[config.mk]
export PLATFORM = sky130hd
export DESIGN_NAME = pause_frame_detect
export DESIGN_NICKNAME = d
export VERILOG_FILES = /design/src/rtl/pfd_pkg.sv /design/src/rtl/pfd_field_track.sv /design/src/rtl/pfd_sat_counter.sv /design/src/rtl/pfd_result.sv /design/src/rtl/pause_frame_detect.sv
export SDC_FILE = /design/constraint.sdc
export NUM_CORES = 1
export LEC_CHECK = 0
export BUFFER_PORTS_ARGS = -buffer_cell sky130_fd_sc_hd__buf_4
export CAP_MARGIN = 20
export CORE_MARGIN = 5
export CORE_UTILIZATION = 50
export CTS_BUF_LIST = sky130_fd_sc_hd__clkbuf_16
export DETAILED_ROUTE_END_ITERATION = 8
export PLACE_DENSITY = 0.75
export RECOVER_POWER = 100
export SYNTH_ARGS = -nofsm -noshare
export SYNTH_HDL_FRONTEND = slang
export SYNTH_SLANG_ARGS = --single-unit
[constraint.sdc]
create_clock -name clk -period 4.8 [get_ports clk]
set_clock_uncertainty 0.1 [all_clocks]
set_input_delay 0.72 -clock clk [delete_from_list [all_inputs] [get_ports clk]]
set_output_delay 0.72 -clock clk [all_outputs]
set_load 0.02 [all_outputs]
[src/rtl/pfd_pkg.sv]
package pfd_pkg;
  localparam logic [47:0] PFD_MC_ADDR = 48'h0180C2000001;
  localparam logic [15:0] PFD_TYPE    = 16'h8808;
  localparam logic [15:0] PFD_OPCODE  = 16'h0001;
  localparam int DA_LEN   = 6;
  localparam int TYPE_OFS = 12;
  localparam int OPC_OFS  = 14;
  localparam int TIME_OFS = 16;
  localparam int HDR_LEN  = 18;
  localparam int IDX_W    = $clog2(HDR_LEN + 1);
endpackage

[src/rtl/pfd_field_track.sv]
module pfd_field_track
  import pfd_pkg::*;
#(
  parameter int IW = IDX_W
) (
  input  logic        clk,
  input  logic        rst,
  input  logic        rx_sof,
  input  logic        rx_valid,
  input  logic [7:0]  rx_data,
  input  logic        rx_eof,
  input  logic [47:0] station_addr,
  output logic        hdr_ok,
  output logic [15:0] time_q
);
  logic          in_frame;
  logic [IW-1:0] idx, pos;
  logic          fire;
  logic          uc_ok, mc_ok, ty_ok, op_ok;
  logic [7:0]    uc_byte, mc_byte;

  assign fire = rx_valid && !rx_eof && (rx_sof || in_frame);
  assign pos  = rx_sof ? '0 : idx;

  // select the expected destination byte for the current position
  always_comb begin
    uc_byte = '0;
    mc_byte = '0;
    for (int k = 0; k < DA_LEN; k++) begin
      if (pos == IW'(k)) begin
        uc_byte = station_addr[8*(DA_LEN-1-k) +: 8];
        mc_byte = PFD_MC_ADDR[8*(DA_LEN-1-k) +: 8];
      end
    end
  end

  always_ff @(posedge clk) begin
    if (rst) begin
      in_frame <= 1'b0;
      idx      <= '0;
      uc_ok    <= 1'b0;
      mc_ok    <= 1'b0;
      ty_ok    <= 1'b0;
      op_ok    <= 1'b0;
      time_q   <= '0;
    end else if (rx_eof) begin
      in_frame <= 1'b0;
    end else if (fire) begin
      in_frame <= 1'b1;
      if (pos < IW'(HDR_LEN)) idx <= pos + 1'b1;
      else                    idx <= pos;
      if (pos == '0) begin
        uc_ok <= (rx_data == uc_byte);
        mc_ok <= (rx_data == mc_byte);
      end else if (pos < IW'(DA_LEN)) begin
        uc_ok <= uc_ok && (rx_data == uc_byte);
        mc_ok <= mc_ok && (rx_data == mc_byte);
      end
      if (pos == IW'(TYPE_OFS))     ty_ok <= (rx_data == PFD_TYPE[15:8]);
      if (pos == IW'(TYPE_OFS + 1)) ty_ok <= ty_ok && (rx_data == PFD_TYPE[7:0]);
      if (pos == IW'(OPC_OFS))      op_ok <= (rx_data == PFD_OPCODE[15:8]);
      if (pos == IW'(OPC_OFS + 1))  op_ok <= op_ok && (rx_data == PFD_OPCODE[7:0]);
      if (pos == IW'(TIME_OFS))     time_q[15:8] <= rx_data;
      if (pos == IW'(TIME_OFS + 1)) time_q[7:0]  <= rx_data;
    end
  end

  assign hdr_ok = in_frame && (uc_ok || mc_ok) && ty_ok && op_ok &&
                  (idx == IW'(HDR_LEN));
endmodule

[src/rtl/pfd_sat_counter.sv]
module pfd_sat_counter #(
  parameter int W = 16
) (
  input  logic         clk,
  input  logic         rst,
  input  logic         inc,
  output logic [W-1:0] count
);
  localparam logic [W-1:0] MAX = '1;

  always_ff @(posedge clk) begin
    if (rst)                       count <= '0;
    else if (inc && count != MAX)  count <= count + 1'b1;
  end
endmodule

[src/rtl/pfd_result.sv]
module pfd_result (
  input  logic        clk,
  input  logic        rst,
  input  logic        rx_eof,
  input  logic        rx_err,
  input  logic        hdr_ok,
  input  logic [15:0] time_q,
  input  logic        full_dup,
  input  logic        irq_en,
  output logic        accept,
  output logic        rcvd_q,
  output logic        irq_q,
  output logic        load_q,
  output logic [15:0] value_q
);
  assign accept = rx_eof && !rx_err && hdr_ok;

  always_ff @(posedge clk) begin
    if (rst) begin
      rcvd_q  <= 1'b0;
      irq_q   <= 1'b0;
      load_q  <= 1'b0;
      value_q <= '0;
    end else begin
      rcvd_q <= accept;
      irq_q  <= accept && irq_en;
      load_q <= accept && full_dup;
      if (accept) value_q <= time_q;
    end
  end
endmodule

[src/rtl/pause_frame_detect.sv]
module pause_frame_detect #(
  parameter int CNT_W = 16
) (
  input  logic             clk,
  input  logic             rst,
  input  logic             rx_sof,
  input  logic             rx_valid,
  input  logic [7:0]       rx_data,
  input  logic             rx_eof,
  input  logic             rx_err,
  input  logic [47:0]      station_addr,
  input  logic             cfg_full_duplex,
  input  logic             irq_en,
  output logic             pause_rcvd,
  output logic             pause_irq,
  output logic             pause_load,
  output logic [15:0]      pause_value,
  output logic [CNT_W-1:0] pause_frame_cnt
);
  logic        hdr_ok;
  logic [15:0] time_q;
  logic        accept;

  pfd_field_track u_track (
    .clk          (clk),
    .rst          (rst),
    .rx_sof       (rx_sof),
    .rx_valid     (rx_valid),
    .rx_data      (rx_data),
    .rx_eof       (rx_eof),
    .station_addr (station_addr),
    .hdr_ok       (hdr_ok),
    .time_q       (time_q)
  );

  pfd_result u_result (
    .clk      (clk),
    .rst      (rst),
    .rx_eof   (rx_eof),
    .rx_err   (rx_err),
    .hdr_ok   (hdr_ok),
    .time_q   (time_q),
    .full_dup (cfg_full_duplex),
    .irq_en   (irq_en),
    .accept   (accept),
    .rcvd_q   (pause_rcvd),
    .irq_q    (pause_irq),
    .load_q   (pause_load),
    .value_q  (pause_value)
  );

  pfd_sat_counter #(.W(CNT_W)) u_cnt (
    .clk   (clk),
    .rst   (rst),
    .inc   (accept),
    .count (pause_frame_cnt)
  );
endmodule

==> results.toml <==
[run_status]
status = "complete, but fails checks"
violations = "max-capacitance violations, max-slew violations"

[critical_path]
reg2reg_depth = 8
r2r-start = "u_track.idx[1]"
cp_max_fo = 18
cp_data_required_time_ps = 4810
cp.arrival_ps = 3800
crit_start = "u_track.idx[1]"
endpoint_kind = "register"
r2r_setup_slack_ps = 1010
r2r-end = "u_cnt.count[8]"
critical_path_class = "reg -> reg"
worst_setup_path_start_kind = "register"

[die]
die_h_um = 92.6
io_pins = 99
start_util_pct = 50.8
core-area_um2 = 6720
rows = 30
die_w_um = 92.6
die-area_um2 = 8580

[power_and_ir_drop]
p_leak_nw = 1.68
power_w = 0.00131
irDropWorstVdd_mv = 0.273
seqPwrFrac_pct = 39.3
p_comb_share_pct = 9.5
power_density_nw_per_um2 = 305
p_clk_share_pct = 51.3
p_int_w = 0.00102
switching_power_w = 0.000287
switching_share_pct = 21.9

[finish]
fin_area_um2 = 4300
fillers = 628
final_net_count = 583
fin_util_pct = 64.0
area_delta_synth_final_pct = 26.0
antenna_cells = 0
drive_gt1_share_pct = 16.5

[synth]
async_flop_share_pct = 0
syn_inst = 433
ys_ff_latch = 61
ys_warn_count = 0
synth.top_cell.area_share_pct = 35.8
synth_commonest_cells = "nor2_1 (73), dfxtp_1 (61), a21oi_1 (36)"
synth.area.top_cells = "dfxtp_1 (36%), mux2i_1 (8.2%), nor2_1 (8.0%)"
ys.flop_type = "dfxtp_1"
syn_nets = 501
ys_seq_area_share_pct = 35.8
netlist_area_um2 = 3410
synth_edf_count = 0
yosysMostFrequentCell = "nor2_1"
ys_types = 59
synth_area_leader_cell = "dfxtp_1"
avgSynthCellArea_um2 = 7.88

[clock_network]
numCtsBuffers = 9
hold_buffers = 0
cts-root-buf = "clkbuf_16"
cts_buffer_depth = 2
cts_sinks = 61
insertion_delay_ps = 320
htreeDepth = 3
cts_resized = 0
clk_pin_slew_worst_paths_ps = 50
post_cts_buffers = 0
cts_tree = "done"

[sta]
slew_headroom_pct = -65.8
tns_ps = 0
max_freq_mhz = 264
setup_viol = 0
rsz0062_at_grt = "false"
min_period_over_period_pct = 79.0
worst_pin_slew_ps = 2490
finalHoldViolCount = 0
slew_viol_final = 60
period_needed_ps = 3790

[placed_design]
dpl-instance-area_um2 = 4140
io_buffers = 98
place_hpwl_um = 6990
gp_congestion = 0.889

[drt]
ant_nets = 0
vias_per_cell = 5.79
drc = 0
wl_um = 9440
vias = 3476
drt_iter0_drc = 190
dr.pass1.iters = 5
avgRoutedWirePerCell_um = 15.7

[hold_path]
holdPathStages = 2
hold_class = "reg -> reg"
worstHoldStart = "u_track.time_q[1]"
hold_path_end = "u_track.time_q[1]"

[grt]
grt_pass1_vias = 3241
grt_util_all_layers_pct = 22.1
antenna_found_initial = 0
grt_max_degree = 60
grt-ovfl-total = 0
grt_pass1_wl_um = 15500

[run]
cap_violations = 1
==> layout make-up <==
type / instances / area (µm²) / area share (%)
inverter: 24 / 90.1 / 2.10
tap: 80 / 100 / 2.33
clock inverter: 7 / 90.1 / 2.10
sequential: 61 / 1220 / 28.4
multi-input combinational: 318 / 1960 / 45.5
clock buffer: 9 / 225 / 5.24
timing repair buffer: 101 / 616 / 14.3
==> kinds of logic (layout without fill, tap and decap cells) <==
family	after synthesis	count (layout)	synth area share, %
and+or+nand+nor	178	178	26.0
AOI/OAI and AO/OA	92	92	17.7
DFF	61	61	35.8
buffers and inverters	54	141	6.60
muxes	29	29	8.54
xor gates and xnor gates	15	15	3.85
adders and majority gates	4	4	1.47
==> critical path, stage by stage, from the launching register on <==
cell and delay (ps):
dfxtp_1 680, nand4b_1 150, nor4b_1 260, clkbuf_1 940
a21boi_0 710, nand2_1 270, nor3_1 250, xnor2_1 150
nor2_1 60
==> stage by stage <==
stage | hold slack, ps | std cells | setup slack [ps]
floorplan | 336 | 433 | 1240
finish | 363 | 600 | 1010
global route | 385 | 600 | 747
CTS | 366 | 600 | 1660
global placement | 345 | 584 | 1450
detailed placement | 356 | 584 | 1380
==> power groups by stage <==
stage,combinational (W),sequential [W],clock [W]
floorplan,0.0000695,0.000521,0
global placement,0.000122,0.000525,0
detailed placement,0.000123,0.000525,0
CTS,0.000124,0.000514,0.000680
global route,0.000136,0.000514,0.000709
finish,0.000124,0.000514,0.000671
==> routing by layer <==
layer | part of all wire [%] | vias up | routed length, µm | GRT usage, %
met5 | 0 | - | 0 | 0
met4 | 0.58 | 0 | 55 | 4.08
met3 | 6.8 | 9 | 641 | 5.85
met2 | 49 | 114 | 4620 | 36.6
met1 | 44 | 1646 | 4130 | 29.1
li1 | - | 1707 | - | -
==> cells in the final DEF (no fill, tap or decap), types with 5 or more instances in the layout <==
| master | netlist | layout |
|---|---|---|
| inv_1 | 24 | 24 |
| o21ai_0 | 12 | 12 |
| nand4_1 | 8 | 8 |
| buf_4 | 0 | 63 |
| nand3b_1 | 5 | 5 |
| mux2i_1 | 28 | 28 |
| nor2_1 | 73 | 73 |
| o22ai_1 | 5 | 5 |
| xor2_1 | 11 | 11 |
| clkbuf_16 | 0 | 9 |
| nand3_1 | 13 | 13 |
| nor4_1 | 8 | 8 |
| clkbuf_1 | 20 | 38 |
| nand2_1 | 31 | 31 |
| nor3_1 | 10 | 11 |
| a21oi_1 | 36 | 36 |
| nand2b_1 | 6 | 6 |
| dfxtp_1 | 61 | 61 |
==> sequential cells by signal, indices dropped and copies added (netlist names) <==
register and flops:
u_cnt.count 16, u_result.irq_q 1, u_result.load_q 1, u_result.rcvd_q 1
u_result.value_q 16, u_track.idx 5, u_track.in_frame 1, u_track.mc_ok 1
u_track.op_ok 1, u_track.time_q 16, u_track.ty_ok 1, u_track.uc_ok 1
==> worst max-delay path by stage <==
stage	endpoint	slack, ps
finish	u_cnt.count[8]	1010
global route	u_cnt.count[6]	750
CTS	u_track.uc_ok	1660
detailed placement	u_track.uc_ok	1380
global placement	u_track.uc_ok	1450
floorplan	u_track.uc_ok	1240
No activity file was read; power rests on OpenSTA's default activity.
